[config.mk]
export PLATFORM = sky130hd
export DESIGN_NAME = bp_two_level
export DESIGN_NICKNAME = d
export VERILOG_FILES = /design/src/rtl/bp_pkg.sv /design/src/rtl/bp_hist_table.sv /design/src/rtl/bp_index.sv /design/src/rtl/bp_pht.sv /design/src/rtl/bp_two_level.sv
export SDC_FILE = /design/constraint.sdc
export NUM_CORES = 1
export LEC_CHECK = 0
export BUFFER_PORTS_ARGS = -buffer_cell sky130_fd_sc_hd__clkbuf_2
export CAP_MARGIN = 20
export CORE_AREA = 2 2 135 137
export DETAILED_ROUTE_END_ITERATION = 16
export DIE_AREA = 0 0 137 139
export MAX_ROUTING_LAYER = met4
export PLACE_DENSITY = 0.69
export SLEW_MARGIN = 20
export SYNTH_ARGS = -nofsm -noshare
export SYNTH_HDL_FRONTEND = slang
export SYNTH_SLANG_ARGS = --single-unit
[constraint.sdc]
create_clock -name clk -period 6.6 [get_ports clk]
set_input_delay 1.32 -clock clk [delete_from_list [all_inputs] [get_ports clk]]
set_output_delay 1.32 -clock clk [all_outputs]
set_load 0.03 [all_outputs]
[src/rtl/bp_pkg.sv]
package bp_pkg;
  typedef enum logic [1:0] {
    BP_NOT_TAKEN = 2'd0,
    BP_TAKEN     = 2'd1,
    BP_BIMODAL   = 2'd2,
    BP_TWO_LEVEL = 2'd3
  } bp_mode_e;

  localparam logic [1:0] CTR_RESET = 2'b01;
endpackage

[src/rtl/bp_hist_table.sv]
module bp_hist_table #(
  parameter int REGS   = 4,
  parameter int HIST_W = 4,
  localparam int SEL_W = (REGS > 1) ? $clog2(REGS) : 1
) (
  input  logic              clk,
  input  logic              rst_n,
  input  logic [SEL_W-1:0]  rd_sel,
  input  logic [SEL_W-1:0]  wr_sel,
  input  logic              wr_en,
  input  logic              wr_bit,
  output logic [HIST_W-1:0] rd_hist,
  output logic [HIST_W-1:0] wr_hist
);
  logic [HIST_W-1:0] hist_q [REGS];
  logic [HIST_W-1:0] hist_d;

  generate
    if (REGS == 1) begin : g_single
      assign rd_hist = hist_q[0];
      assign wr_hist = hist_q[0];
    end else begin : g_multi
      assign rd_hist = hist_q[rd_sel];
      assign wr_hist = hist_q[wr_sel];
    end
  endgenerate

  always_comb begin
    hist_d = {wr_hist[HIST_W-2:0], wr_bit};
  end

  for (genvar g = 0; g < REGS; g++) begin : g_reg
    logic reg_en;
    assign reg_en = wr_en && ((REGS == 1) || (wr_sel == SEL_W'(g)));
    always_ff @(posedge clk or negedge rst_n) begin
      if (!rst_n) begin
        hist_q[g] <= '0;
      end else if (reg_en) begin
        hist_q[g] <= hist_d;
      end
    end
  end
endmodule

[src/rtl/bp_index.sv]
module bp_index #(
  parameter int PC_W    = 32,
  parameter int HIST_W  = 4,
  parameter int IDX_W   = 6,
  parameter bit USE_XOR = 1'b0
) (
  input  logic [PC_W-1:0]   pc,
  input  logic [HIST_W-1:0] hist,
  input  logic              two_level,
  output logic [IDX_W-1:0]  idx
);
  logic [IDX_W-1:0] pc_bits;
  logic [IDX_W-1:0] lvl_idx;

  assign pc_bits = pc[IDX_W+1:2];

  generate
    if (USE_XOR) begin : g_xor
      assign lvl_idx = pc_bits ^ IDX_W'(hist);
    end else if (IDX_W > HIST_W) begin : g_cat
      assign lvl_idx = {pc_bits[IDX_W-HIST_W-1:0], hist};
    end else begin : g_hist
      assign lvl_idx = hist[IDX_W-1:0];
    end
  endgenerate

  always_comb begin
    idx = two_level ? lvl_idx : pc_bits;
  end
endmodule

[src/rtl/bp_pht.sv]
module bp_pht #(
  parameter int ENTRIES = 64,
  localparam int IDX_W  = $clog2(ENTRIES)
) (
  input  logic             clk,
  input  logic             rst_n,
  input  logic [IDX_W-1:0] lk_idx,
  input  logic [IDX_W-1:0] up_idx,
  input  logic             wr_en,
  input  logic             wr_taken,
  output logic [1:0]       lk_ctr,
  output logic [1:0]       up_ctr
);
  import bp_pkg::*;

  logic [1:0] ctr_q [ENTRIES];
  logic [1:0] ctr_d;

  assign lk_ctr = ctr_q[lk_idx];
  assign up_ctr = ctr_q[up_idx];

  always_comb begin
    ctr_d = up_ctr;
    if (wr_taken) begin
      if (up_ctr != 2'b11) ctr_d = up_ctr + 2'b01;
    end else begin
      if (up_ctr != 2'b00) ctr_d = up_ctr - 2'b01;
    end
  end

  for (genvar e = 0; e < ENTRIES; e++) begin : g_ctr
    logic ctr_en;
    assign ctr_en = wr_en && (up_idx == IDX_W'(e));
    always_ff @(posedge clk or negedge rst_n) begin
      if (!rst_n) begin
        ctr_q[e] <= CTR_RESET;
      end else if (ctr_en) begin
        ctr_q[e] <= ctr_d;
      end
    end
  end
endmodule

[src/rtl/bp_two_level.sv]
module bp_two_level #(
  parameter int PC_W        = 32,
  parameter int HIST_REGS   = 4,
  parameter int HIST_W      = 4,
  parameter int PHT_ENTRIES = 64,
  parameter bit USE_XOR     = 1'b0
) (
  input  logic            clk,
  input  logic            rst_n,
  input  logic [1:0]      mode,
  input  logic [PC_W-1:0] lk_pc,
  output logic            lk_taken,
  input  logic            up_en,
  input  logic [PC_W-1:0] up_pc,
  input  logic            up_taken
);
  import bp_pkg::*;

  localparam int PHT_IDX_W = $clog2(PHT_ENTRIES);
  localparam int SEL_W     = (HIST_REGS > 1) ? $clog2(HIST_REGS) : 1;

  logic [1:0]           rst_pipe_q;
  logic                 rst_sync_n;
  bp_mode_e             mode_e;
  logic                 two_level;
  logic                 train;
  logic [SEL_W-1:0]     lk_sel;
  logic [SEL_W-1:0]     up_sel;
  logic [HIST_W-1:0]    lk_hist;
  logic [HIST_W-1:0]    up_hist;
  logic [PHT_IDX_W-1:0] lk_idx;
  logic [PHT_IDX_W-1:0] up_idx;
  logic [1:0]           lk_ctr;
  logic [1:0]           up_ctr;

  always_ff @(posedge clk or negedge rst_n) begin
    if (!rst_n) begin
      rst_pipe_q <= 2'b00;
    end else begin
      rst_pipe_q <= {rst_pipe_q[0], 1'b1};
    end
  end
  assign rst_sync_n = rst_pipe_q[1];

  assign mode_e    = bp_mode_e'(mode);
  assign two_level = (mode_e == BP_TWO_LEVEL);
  assign train     = up_en && ((mode_e == BP_BIMODAL) || (mode_e == BP_TWO_LEVEL));

  generate
    if (HIST_REGS > 1) begin : g_sel
      assign lk_sel = lk_pc[SEL_W+1:2];
      assign up_sel = up_pc[SEL_W+1:2];
    end else begin : g_nosel
      assign lk_sel = '0;
      assign up_sel = '0;
    end
  endgenerate

  bp_hist_table #(.REGS(HIST_REGS), .HIST_W(HIST_W)) u_hist (
    .clk(clk), .rst_n(rst_sync_n), .rd_sel(lk_sel), .wr_sel(up_sel),
    .wr_en(train), .wr_bit(up_taken), .rd_hist(lk_hist), .wr_hist(up_hist)
  );

  bp_index #(.PC_W(PC_W), .HIST_W(HIST_W), .IDX_W(PHT_IDX_W), .USE_XOR(USE_XOR)) u_lk_index (
    .pc(lk_pc), .hist(lk_hist), .two_level(two_level), .idx(lk_idx)
  );

  bp_index #(.PC_W(PC_W), .HIST_W(HIST_W), .IDX_W(PHT_IDX_W), .USE_XOR(USE_XOR)) u_up_index (
    .pc(up_pc), .hist(up_hist), .two_level(two_level), .idx(up_idx)
  );

  bp_pht #(.ENTRIES(PHT_ENTRIES)) u_pht (
    .clk(clk), .rst_n(rst_sync_n), .lk_idx(lk_idx), .up_idx(up_idx),
    .wr_en(train), .wr_taken(up_taken), .lk_ctr(lk_ctr), .up_ctr(up_ctr)
  );

  always_comb begin
    case (mode_e)
      BP_NOT_TAKEN: lk_taken = 1'b0;
      BP_TAKEN:     lk_taken = 1'b1;
      default:      lk_taken = lk_ctr[1];
    endcase
  end
endmodule

==> insert_results.sql <==
INSERT INTO impl_metrics (metric_group, metric, value, unit) VALUES
('final_layout', 'design.final.nets', '871', ''),
('grt', 'use_met2', '0.353', ''),
('worst_setup_path', 'cell_repeated_most_along_the_worst_path', 'sky130_fd_sc_hd__mux2i_1', ''),
('timing', 'whs', '315', 'ps'),
('timing', 'final-hold-violation-count', '0', ''),
('status', 'status', 'completed', ''),
('grt', 'met3_usage', '0.0588', ''),
('synthesis', 'yosys_most_used_dff', 'sky130_fd_sc_hd__dfrtp_1', ''),
('worst_setup_path', 'endpoint_required_time_on_the_critical_path', '5280', 'ps'),
('power', 'net_sw_frac', '0.287', ''),
('worst_setup_path', 'cp_slowest_cell', 'sky130_fd_sc_hd__mux4_2', ''),
('routing', 'drt_iter0_drc', '659', ''),
('worst_setup_path', 'path_class', 'input pin to output pin', ''),
('worst_setup_path', 'crit_path_cell_trace', 'clkbuf_2 -> and2_1 -> a21oi_1 -> a31oi_4 -> buf_4 -> mux4_2 -> mux2i_1 -> mux2i_1 -> mux2i_1 -> a22oi_1 -> o21ai_0 -> a21oi_1 -> clkbuf_2', ''),
('final_layout', 'layout-drive-gt1-share', '0.285', ''),
('power', 'power_density', '287', 'mW/mm^2'),
('cts', 'h-tree-depth', '4', ''),
('die', 'fp.dieH', '139', 'um'),
('grt', 'first_global_vias', '6138', ''),
('worst_setup_path', 'critPathLaunchType', 'input pin', ''),
('synthesis', 'synth_area', '0.00772', 'sq mm'),
('run', 'count_of_max_cap_constraint_violations', '0', ''),
('die', 'die_w', '137', 'um'),
('routing', 'drt-pass1-iter-count', '6', ''),
('routing', 'routed-via-count', '6140', ''),
('synthesis', 'syn_inst', '785', ''),
('timing', 'grt_setup_unrepaired', 'false', ''),
('grt', 'globalRouteTotalUtil', '0.236', ''),
('power', 'internal_power_of_the_cells', '0.00176', 'W'),
('cts', 'clock_latency_at_the_later_pin_of_the_worst_skew_pair', '430', 'ps'),
('cts', 'post_cts_resize_count', '0', ''),
('routing', 'detail_route.drc_violations', '0', ''),
('timing', 'timing.fmax', '174', 'MHz'),
('cts', 'clock_tree_from_tritoncts', 'built', ''),
('synthesis', 'synth_simple_gate_area_share', '0.145', ''),
('synthesis', 'synth.yosys.seq_area_share', '0.483', ''),
('worst_setup_path', 'max_stage_delay', '570', 'ps'),
('cts', 'numClockSinks', '146', ''),
('worst_setup_path', 'critical_path_buf_inv_count', '3', ''),
('timing', 'finalMaxSlewViolations', '0', ''),
('timing', 'finalSetupViolCount', '0', ''),
('worst_setup_path', 'critical_path.max_fanout', '16', ''),
('timing', 'skew', '12.1', 'ps'),
('timing', 'worst_slew_pin_slew', '1160', 'ps'),
('die', 'start_util', '0.437', ''),
('synthesis', 'synth-adder-area-share', '0.00275', ''),
('power', 'p_comb_frac', '0.169', ''),
('timing', 'timing.final.crit_share', '0.870', ''),
('synthesis', 'number_of_register_bits_inferred_by_synthesis', '146', ''),
('timing', 'relSlewSlack', '0.227', ''),
('cts', 'post_cts_hold_buffer_count', '0', ''),
('cts', 'cts_setup_buffers', '0', ''),
('worst_setup_path', 'crit_path_end_kind', 'output pin', ''),
('final_layout', 'area_growth_syn_to_layout', '11.8', '%'),
('routing', 'drt.antenna.violating_nets', '0', ''),
('routing', 'detail_route.vias_per_cell', '5.89', ''),
('synthesis', 'yosys.area_share.xor_xnor', '0', ''),
('synthesis', 'synth_compound_gate_area_share', '0.230', ''),
('synthesis', 'synth-async-reset-ratio', '1.00', ''),
('final_layout', 'antenna_cells_inserted', '0', ''),
('synthesis', 'synth_top_family_by_area', 'compound AO/OA/AOI/OAI gates', ''),
('cts', 'cts_root_buf', 'sky130_fd_sc_hd__clkbuf_16', ''),
('place', 'finalWeightedCongestion', '0.850', ''),
('worst_setup_path', 'worst_ep_arrival_time', '4420', 'ps'),
('power', 'power_leakage', '3.35', 'nW'),
('die', 'placeableCoreArea', '0.0177', 'sq mm'),
('grt', 'global_route.usage.met1', '0.323', ''),
('place', 'place_hpwl', '14100', 'um'),
('grt', 'grt_pass1_wl', '33700', 'um'),
('cts', 'cts_max_path_buffers', '2', ''),
('cts', 'number_of_buffers_added_by_the_clock_tree_synthesis_step', '17', '');
==> metal layers <==
layer,vias up,part of all wire
met2,231,0.48
met4,0,0.012
met5,-,0
met3,25,0.079
li1,2857,-
met1,3027,0.43
==> state kept, by name (all words and copies together), names as in the netlist <==
signal and count:
rst_pipe_q 2, u_hist.hist_q 16, u_pht.ctr_q 128
==> area by class of cell <==
class | instances | area [sq um]
inverters | 9 | 33.8
fillers | 1647 | 9020
well taps | 229 | 287
flip-flops and latches | 146 | 3740
repair buffers | 39 | 260
clock buffers | 22 | 474
multi-input cells | 588 | 3730
clock inverters | 10 | 109
==> synth_stat cells, drive strengths merged (2+ instances only) <==
master | count | area (sq um)
mux4 | 20 | 450
a221o | 6 | 60.1
o21ai | 142 | 932
nand3b | 3 | 22.5
o22ai | 2 | 12.5
and2 | 2 | 12.5
clkbuf | 17 | 63.8
nand3 | 4 | 20.0
nor2 | 35 | 131
a22o | 2 | 17.5
nor4 | 3 | 18.8
dfstp | 64 | 1680
a211o | 4 | 35.0
o31ai | 2 | 15.0
o21a | 2 | 15.0
mux2 | 9 | 101
a22oi | 49 | 368
inv | 9 | 33.8
a31oi | 3 | 25.0
buf | 25 | 183
nor3 | 3 | 15.0
maj3 | 2 | 21.3
a221oi | 10 | 100
dfrtp | 82 | 2050
nor2b | 5 | 31.3
a21oi | 33 | 165
nor3b | 2 | 15.0
mux2i | 22 | 236
nand2 | 210 | 788
or4 | 4 | 30.0
a21boi | 2 | 15.0
==> path summary, 6_finish.rpt <==
kind,start,endpoint,slack [ps],cells past startpoint
max reg2reg,u_hist.hist_q[5]$_DFFE_PN0P_,u_pht.ctr_q[40]$_DFFE_PN1P_,2260,12
min reg2reg,rst_pipe_q[1]$_DFF_PN0_,u_pht.ctr_q[29]$_DFFE_PN0P_,320,0
max,mode[0],lk_taken,860,13
min in group clk,rst_pipe_q[0]$_DFF_PN0_,rst_pipe_q[1]$_DFF_PN0_,350,0
min,rst_pipe_q[1]$_DFF_PN0_,u_pht.ctr_q[29]$_DFFE_PN0P_,320,0
max in group asynchronous,rst_pipe_q[1]$_DFF_PN0_,u_pht.ctr_q[105]$_DFFE_PN0P_,5150,1
==> per-stage QoR <==
step	util	power (W)	cells	setup WS [ps]	area, sq um
finish	0.489	0.00247	1043	859	8630
global route	0.489	0.00258	1043	612	8630
CTS	0.489	0.00248	1043	913	8630
detailed placement	0.456	0.00152	1011	936	8050
global placement	0.456	0.00151	1011	931	8050
floorplan	-	0.00140	785	1280	7720
==> cell families after synthesis <==
group	count (synthesis)
AOI/OAI and AO/OA	259
muxes	51
other	1
buffers and inverters	51
adders and majority gates	2
and+or+nand+nor	275
DFF	146
==> layout by cell type (no fill, tap or decap), types with 4 or more instances in the layout <==
master and instances:
sky130_fd_sc_hd__a211o_1 4, sky130_fd_sc_hd__a21oi_1 33, sky130_fd_sc_hd__a221o_1 6, sky130_fd_sc_hd__a221oi_1 8, sky130_fd_sc_hd__a22oi_1 49, sky130_fd_sc_hd__buf_4 20, sky130_fd_sc_hd__clkbuf_16 17, sky130_fd_sc_hd__clkbuf_2 18
sky130_fd_sc_hd__clkinv_2 5, sky130_fd_sc_hd__dfrtp_1 81, sky130_fd_sc_hd__dfstp_2 64, sky130_fd_sc_hd__inv_1 9, sky130_fd_sc_hd__mux2_2 9, sky130_fd_sc_hd__mux2i_1 20, sky130_fd_sc_hd__mux4_2 20, sky130_fd_sc_hd__nand2_1 210
sky130_fd_sc_hd__nand3_1 4, sky130_fd_sc_hd__nor2_1 34, sky130_fd_sc_hd__nor2b_1 5, sky130_fd_sc_hd__o21ai_0 82, sky130_fd_sc_hd__o21ai_2 59, sky130_fd_sc_hd__or4_1 4
==> power groups by stage <==
stage	combinational (W)	sequential, W	clock [W]
after global placement	0.000406	0.00111	0
after CTS	0.000416	0.00110	0.000966
after detailed placement	0.000414	0.00111	0
final	0.000417	0.00110	0.000960
after floorplan	0.000301	0.00110	0
after global routing	0.000462	0.00111	0.00101
No activity file was read; power rests on OpenSTA's default activity.
